<file path="src/rtl/exc_pkg.sv">
package exc_pkg;
    typedef enum logic [2:0] {
        VEC_NONE   = 3'd0,
        VEC_KERNEL = 3'd1,
        VEC_USER   = 3'd2,
        VEC_DOUBLE = 3'd3,
        VEC_DEBUG  = 3'd4
    } vec_e;

    localparam int IL_LSB  = 0;
    localparam int IL_W    = 4;
    localparam int EXCM_BIT = 4;
    localparam int UM_BIT   = 5;
    localparam int NLEV     = 6;
endpackage

</file>
<file path="src/rtl/exc_route.sv">
module exc_route
    import exc_pkg::*;
#(
    parameter int PS_W     = 8,
    parameter bit HAS_DEPC = 1'b1
) (
    input  logic [PS_W-1:0] ps_i,
    output logic [2:0]      vec_o,
    output logic            to_depc_o,
    output logic [PS_W-1:0] ps_o
);
    logic in_exc;
    assign in_exc = ps_i[EXCM_BIT];

    always_comb begin
        if (in_exc)              vec_o = VEC_DOUBLE;
        else if (ps_i[UM_BIT])   vec_o = VEC_USER;
        else                     vec_o = VEC_KERNEL;
        ps_o           = ps_i;
        ps_o[EXCM_BIT] = 1'b1;
    end

    generate
        if (HAS_DEPC) begin : g_depc
            assign to_depc_o = in_exc;
        end else begin : g_nodepc
            assign to_depc_o = 1'b0;
        end
    endgenerate
endmodule

</file>
<file path="src/rtl/exc_dbg_gate.sv">
module exc_dbg_gate
    import exc_pkg::*;
#(
    parameter int PS_W      = 8,
    parameter int DBG_LEVEL = 4
) (
    input  logic            dbg_req_i,
    input  logic            gen_req_i,
    input  logic [PS_W-1:0] ps_i,
    output logic            take_o,
    output logic [PS_W-1:0] ps_o
);
    localparam logic [IL_W-1:0] DL = IL_W'(DBG_LEVEL);

    logic lvl_ok;
    assign lvl_ok = ps_i[IL_LSB +: IL_W] < DL;
    assign take_o = dbg_req_i && !gen_req_i && lvl_ok;

    always_comb begin
        ps_o                  = ps_i;
        ps_o[IL_LSB +: IL_W]  = DL;
        ps_o[EXCM_BIT]        = 1'b1;
    end
endmodule

</file>
<file path="src/rtl/exc_dispatch.sv">
module exc_dispatch
    import exc_pkg::*;
#(
    parameter int PC_W      = 32,
    parameter int CAUSE_W   = 6,
    parameter int PS_W      = 8,
    parameter int DBG_LEVEL = 4,
    parameter bit HAS_DEPC  = 1'b1
) (
    input  logic                       clk,
    input  logic                       rst_n,
    input  logic                       gen_req_i,
    input  logic                       dbg_req_i,
    input  logic                       addr_vld_i,
    input  logic [PC_W-1:0]            pc_i,
    input  logic [CAUSE_W-1:0]         cause_i,
    input  logic [CAUSE_W-1:0]         dcause_i,
    input  logic [PC_W-1:0]            vaddr_i,
    input  logic [PS_W-1:0]            ps_i,
    output logic                       acc_o,
    output logic [2:0]                 vec_o,
    output logic [PS_W-1:0]            ps_o,
    output logic [NLEV*PC_W-1:0]       epc_o,
    output logic [(NLEV-1)*PS_W-1:0]   eps_o,
    output logic [PC_W-1:0]            depc_o,
    output logic [CAUSE_W-1:0]         cause_o,
    output logic [CAUSE_W-1:0]         dcause_o,
    output logic [PC_W-1:0]            vaddr_o
);
    localparam int PC_SLOT = DBG_LEVEL - 1;
    localparam int PS_SLOT = DBG_LEVEL - 2;

    typedef struct packed {
        logic [NLEV-1:0][PC_W-1:0]  epc;
        logic [NLEV-2:0][PS_W-1:0]  eps;
        logic [PC_W-1:0]            depc;
        logic [PC_W-1:0]            vaddr;
        logic [CAUSE_W-1:0]         cause;
        logic [CAUSE_W-1:0]         dcause;
    } state_t;

    state_t st_d, st_q;

    logic [2:0]      gen_vec;
    logic            gen_to_depc;
    logic [PS_W-1:0] gen_ps, dbg_ps;
    logic            dbg_take;

    exc_route #(.PS_W(PS_W), .HAS_DEPC(HAS_DEPC)) u_route (
        .ps_i      (ps_i),
        .vec_o     (gen_vec),
        .to_depc_o (gen_to_depc),
        .ps_o      (gen_ps)
    );

    exc_dbg_gate #(.PS_W(PS_W), .DBG_LEVEL(DBG_LEVEL)) u_dbg (
        .dbg_req_i (dbg_req_i),
        .gen_req_i (gen_req_i),
        .ps_i      (ps_i),
        .take_o    (dbg_take),
        .ps_o      (dbg_ps)
    );

    always_comb begin
        st_d  = st_q;
        acc_o = 1'b0;
        vec_o = VEC_NONE;
        ps_o  = ps_i;
        if (gen_req_i) begin
            acc_o = 1'b1;
            vec_o = gen_vec;
            ps_o  = gen_ps;
            if (gen_to_depc) st_d.depc   = pc_i;
            else             st_d.epc[0] = pc_i;
            st_d.cause = cause_i;
            if (addr_vld_i) st_d.vaddr = vaddr_i;
        end else if (dbg_take) begin
            acc_o = 1'b1;
            vec_o = VEC_DEBUG;
            ps_o  = dbg_ps;
            st_d.dcause       = dcause_i;
            st_d.epc[PC_SLOT] = pc_i;
            st_d.eps[PS_SLOT] = ps_i;
        end
    end

    always_ff @(posedge clk or negedge rst_n) begin
        if (!rst_n) st_q <= '0;
        else        st_q <= st_d;
    end

    assign epc_o    = st_q.epc;
    assign eps_o    = st_q.eps;
    assign depc_o   = st_q.depc;
    assign vaddr_o  = st_q.vaddr;
    assign cause_o  = st_q.cause;
    assign dcause_o = st_q.dcause;


    cause_load_chk: assert property (@(posedge clk) disable iff (!rst_n)
        gen_req_i |=> (cause_o == $past(cause_i)));


    excm_set_chk: assert property (@(posedge clk) disable iff (!rst_n)
        acc_o |-> ps_o[EXCM_BIT]);


    vaddr_hold_chk: assert property (@(posedge clk) disable iff (!rst_n)
        (gen_req_i && !addr_vld_i) |=> $stable(vaddr_o));


    dbg_save_chk: assert property (@(posedge clk) disable iff (!rst_n)
        (acc_o && vec_o == VEC_DEBUG) |=>
            (epc_o[PC_SLOT*PC_W +: PC_W] == $past(pc_i)) &&
            (eps_o[PS_SLOT*PS_W +: PS_W] == $past(ps_i)));


    gen_wins_chk: assert property (@(posedge clk) disable iff (!rst_n)
        (gen_req_i && dbg_req_i) |=> ($stable(dcause_o) && $stable(eps_o)));


    idle_hold_chk: assert property (@(posedge clk) disable iff (!rst_n)
        !acc_o |=> ($stable(epc_o) && $stable(cause_o) && $stable(depc_o)));


    double_vec_chk: assert property (@(posedge clk) disable iff (!rst_n)
        (gen_req_i && ps_i[EXCM_BIT]) |-> (vec_o == VEC_DOUBLE));
endmodule

</file>
<file path="config.mk">
export PLATFORM = sky130hd
export DESIGN_NAME = exc_dispatch
export DESIGN_NICKNAME = d
export VERILOG_FILES = /design/src/rtl/exc_pkg.sv /design/src/rtl/exc_route.sv /design/src/rtl/exc_dbg_gate.sv /design/src/rtl/exc_dispatch.sv
export SDC_FILE = /design/constraint.sdc
export NUM_CORES = 1
export LEC_CHECK = 0
export ABC_AREA = 1
export BUFFER_PORTS_ARGS = -buffer_cell sky130_fd_sc_hd__clkbuf_2
export CAP_MARGIN = 25
export CORE_AREA = 2 2 158 160
export DETAILED_ROUTE_END_ITERATION = 16
export DIE_AREA = 0 0 160 162
export PLACE_DENSITY = 0.64
export SLEW_MARGIN = 40
export SYNTH_ARGS = -nofsm -noshare
export SYNTH_HDL_FRONTEND = slang
export SYNTH_SLANG_ARGS = --single-unit
</file>
<file path="constraint.sdc">
create_clock -name clk -period 1.5 [get_ports clk]
set_input_delay 0.3 -clock clk [delete_from_list [all_inputs] [get_ports clk]]
set_output_delay 0.3 -clock clk [all_outputs]
set_load 0.05 [all_outputs]
</file>
Word level (Yosys, flattened, before mapping)

Index checks and enable logic that the tools add are counted.
W data, S select, Z words.

Order comparisons: 1
Multiplexer cells: 8
Bitwise operators: 2
Reduce and logical (&&, ||, !) cells: 7

Operators with widths:

| operator             | number |
|---|---|
| $mux W5              | 2 |
| $mux W3              | 3 |
| $reduce_and A2 Y1    | 4 |
| $lt A4 B3 Y1 const B | 1 |
| $logic_and A1 B1 Y1  | 2 |
| $mux W1              | 2 |
| $mux W2              | 1 |
| $not A1 Y1           | 2 |
| $logic_not A1 Y1     | 1 |

Flip-flop bits (word level): 148
Bits of input ports: 89
Logic and storage cells: 25

Logic depth before layout (Yosys ltp)

Depth in word-level cells: 5
Depth in mapped cells: 7
Mapped depth without buffers: 5

Modules after synthesis

A second synthesis with hierarchy kept.

Cells, all modules: 875
Area, all modules: 7292.0 um2

Modules (own cells, without submodules):

| module       | instances | cells each | area an instance (um2) |
|---|---|---|---|
| exc_dispatch | 1         | 843        | 7104.3 |
| exc_route    | 1         | 16         | 97.6 |
| exc_dbg_gate | 1         | 16         | 90.1 |

Worst setup path before layout

Ideal clock, no wire load.

Path type: input -> output
Start: input port gen_req_i
End: output port vec_o[0]
Arrival: 1.730 ns
Slack: -0.530 ns
Stages on the path: 3
Cell sequence: buf_6 clkinv_1 o21ai_0

Cells in the longest elaborated chain, start to end: 1

Ends and longest elaborated chain:

| item        | RTL line           | text |
|---|---|---|
| from (decl) | exc_dispatch.sv:12 | `input logic gen_req_i,` |
| $mux W3     | exc_dispatch.sv:69 | `if (gen_req_i) begin` |
| to (decl)   | exc_dispatch.sv:21 | `output logic [2:0] vec_o,` |

No other way between the ends.

Worst setup path after layout

Start: input port ps_i[2]
End: output port ps_o[0]

Cells in the longest elaborated chain, start to end: 4

Ends and longest elaborated chain:

| item                | RTL line           | text |
|---|---|---|
| from (decl)         | exc_dispatch.sv:19 | `input logic [PS_W-1:0] ps_i,` |
| $lt A4 B3 Y1        | exc_dbg_gate.sv:16 | `assign lvl_ok = ps_i[IL_LSB +: IL_W] < DL;` |
| $logic_and A1 B1 Y1 | exc_dbg_gate.sv:17 | `assign take_o = dbg_req_i && !gen_req_i && lvl_ok;` |
| $mux W5             | exc_dispatch.sv:77 | `end else if (dbg_take) begin` |
| $mux W5             | exc_dispatch.sv:69 |  |
| to (decl)           | exc_dispatch.sv:22 | `output logic [PS_W-1:0] ps_o,` |

No other way between the ends.

==> summary.txt <==
Die
  – Floorplan die area: between 20000 and 30000 µm²
  – Die Ht: ~160 µm
  – Initial Utilization: between 20% and 30%
  – Number of I/O pins: between 400 and 500
  – Core region area: about 24000 µm²
  – Row cnt: 57
  – X dimension of the die: 160 µm

Drt
  – Post-detailed-routing wire length: approximately 19000 µm
  – Iteration-0 DRC Markers: between 300 and 400
  – Number of optimization iterations in the first detailed-route pass: 5
  – Vias post-DR: ~5.5k
  – ANT nets after route: 0
  – Number of remaining DRC errors: 0
  – Routed wire length per instance: between 10 and 15 µm
  – Vias per std cell: 3.962

Finish
  – Signed area change from the synthesized netlist to the final layout: 27.13%
  – Number of standard cells in the final layout excluding fillers: around 1.4k
  – Share of cells above drive strength 1: between 30% and 40%
  – Post-route cell area: around 8800 µm²
  – Nets: 1129
  – Antenna Cells: 0
  – # fillers: ~2.5k
  – Utilization of the core after routing: around 37%

Timing
  – Count of endpoints failing hold in the final timing report: 0
  – Part of the cycle the worst path needs: approximately 96%
  – Hold WS: about 80 ps
  – Post-layout min period: roughly 1400 ps
  – Clock skew after layout: 0 ps
  – Setup-failing EPs final: 0
  – Max frequency: around 690 MHz
  – Total count of max-transition violations in the final report: 0
  – RSZ-0062 raised after global routing: no

Placement
  – Placed instance area: just over 8000 µm²
  – Number of port buffers: ~250
  – Final weighted congestion of routability-driven global placement: roughly 0.8
  – Number of cells in the design after placement: 1343
  – Total half-perimeter wirelength after legalization and detailed placement: about 14000 µm

Setup path
  – Critical Path AT: ~1100 ps
  – Largest fanout on the critical path: 4
  – Endpoint class of the critical path: output port
  – Required time worst endpoint: roughly 1200 ps
  – Category of the worst setup path launch point: primary input
  – Path type of the worst setup path: in -> out

Synthesis
  – Share of synthesized area occupied by flip-flops and latches: between 50% and 60%
  – Post-synthesis register bit count: between 100 and 150
  – Synth cell types: 16
  – Synthesis warning total: 0
  – Biggest area consumer among synthesized cells: dfrtp_1
  – Area fraction of the dominant cell type after synthesis: between 50% and 60%
  – Post-synth EDFFs: 0
  – Instance count of the mapped netlist: a little under 800
  – Mean instance size in the synthesized netlist: approximately 8.9 µm²
  – Most common library cells after synthesis: 240 x nand2_1, 163 x buf_4, 148 x dfrtp_1
  – Syn Std Cell Area: ~7000 µm²
  – Primary flip-flop cell chosen by synthesis mapping: dfrtp_1
  – Fraction of registers with async set or reset after synthesis: between 90% and 100%
  – Top cells by area, synth: dfrtp_1 53%, buf_4 18%, nand2_1 13%, nand3_1 5.5%, o21ai_0 4.7%
  – Most instantiated library cell after synthesis: nand2_1

Clock tree
  – Maximum clock insertion buffer count: 2
  – Clock tree from TritonCTS: yes
  – Cell chosen for the clock root: clkbuf_16
  – Total number of clock tree sinks: approximately 150
  – H-tree depth reported by CTS: 4
  – Register clock-pin slew on the reported worst setup and hold paths: ~70 ps
  – Clock insertion delay at the later pin of the skew report: around 420 ps
  – Clock buffer count from CTS: 17

Job
  – Number of maximum-capacitance violations: 0

Power
  – Total Power Consumption: roughly 14 mW
  – Pwr Density: 1583 nW/µm²
  – Maximum vdd ir drop: 587.2 µV
  – Static leakage: between 5 and 6 nW

Global route
  – Wire length of the first global-routing pass: 28550 µm
  – Number of global-route vias before repair: 5053
  – Final global-route overflow total: 0
  – Combined global-route utilization of all metal layers: approximately 14%
  – Initial antenna violation count: 0
  – Maximum number of pins on one net before global-route repair: 40

Hold path
  – Worst hold path type: in -> reg

Status
  – Status: complete, no violations
## repair_timing
action | CTS | global route
hold endpoints to repair | 18 | 0
buffers inserted | 1 | 0
setup endpoints to repair | 5 | 3
hold buffers | 1 | 0
gates cloned | 0 | 0
gates resized for setup | 8 | 2
## per-stage QoR
step | TNS (ps) | setup slack, ps
2_1_floorplan | -442.5 | -149.3
6_report | 0 | 56.85
4_1_cts | 0 | 13.40
5_1_grt | 0 | 9.395
3_3_place_gp | -414.2 | -131.4
3_5_place_dp | -448.8 | -142.2
## worst max-delay path, cell delays in order
cell        delay [ps]
clkbuf_2           180
nor2_8              70
nand2_4            110
clkinvlp_4         160
nor2_4             130
clkbuf_8           180
## cell families (layout without fill, tap and decap cells)
kind of cell	count (synthesis)	after routing	share of synthesized area (%)
simple gates	325	325	19.35
buf+inv	243	354	22.63
flops	148	148	53.29
compound gates	65	65	4.680
other cells	1	160	0.05395
## power breakdown
part	total [mW]	switching [mW]	internal, mW
sequential	4.88	0.326	4.56
clock	4.45	1.81	2.64
combinational	4.66	3.85	0.805
total	14.0	5.99	8.00
## layout by cell type (no fill, tap or decap), types with 2 or more instances in the layout
cell	instances
buf_4	26
nand3_1	76
clkbuf_8	2
clkbuf_2	239
o21ai_0	64
conb_1	160
nor2_4	3
inv_1	38
clkinvlp_4	4
nor2_1	2
bufinv_16	3
nand2_1	238
nand2_2	3
buf_12	10
clkbuf_16	17
dfrtp_1	148
clkbuf_4	3
inv_6	4
## metal layers
metal	part of all wire (%)	GRT usage [%]	wire length [µm]	vias up
li1	-	-	-	2637
met1	43	17.90	8153	2534
met2	49	24.28	9233	268
met3	7.3	3.805	1383	13
met4	1.1	4.586	214	0
met5	0	0	0	-
## state kept, by name, summed over array words and instances (netlist names)
signal,count
depc_o,32
vaddr_o,32
eps_o,8
cause_o,6
epc_o,64
dcause_o,6
## cell type report
class	instances	area, µm²	area share, %
clock buffers	18	429.2	4.857
clock inverters	13	172.7	1.954
flip-flops and latches	148	3704	41.91
repair buffers	282	1663	18.82
well taps	324	405.4	4.588
multi-input cells	550	2305	26.08
inverters	41	157.7	1.784
## path summary, 6_finish.rpt
kind	startpoint	to	slack, ps	cells past startpoint
hold reg to reg	epc_o[101]	epc_o[101]	470	2
min in group asynchronous	rst_n	depc_o[30]	310	2
setup / recovery	ps_i[2]	ps_o[0]	60	6
setup reg to reg	depc_o[10]	depc_o[10]	810	2
hold / removal	cause_i[0]	cause_o[0]	80	3
max in group asynchronous	rst_n	depc_o[14]	620	3
Note: power is estimated with default switching activity, not from simulation.
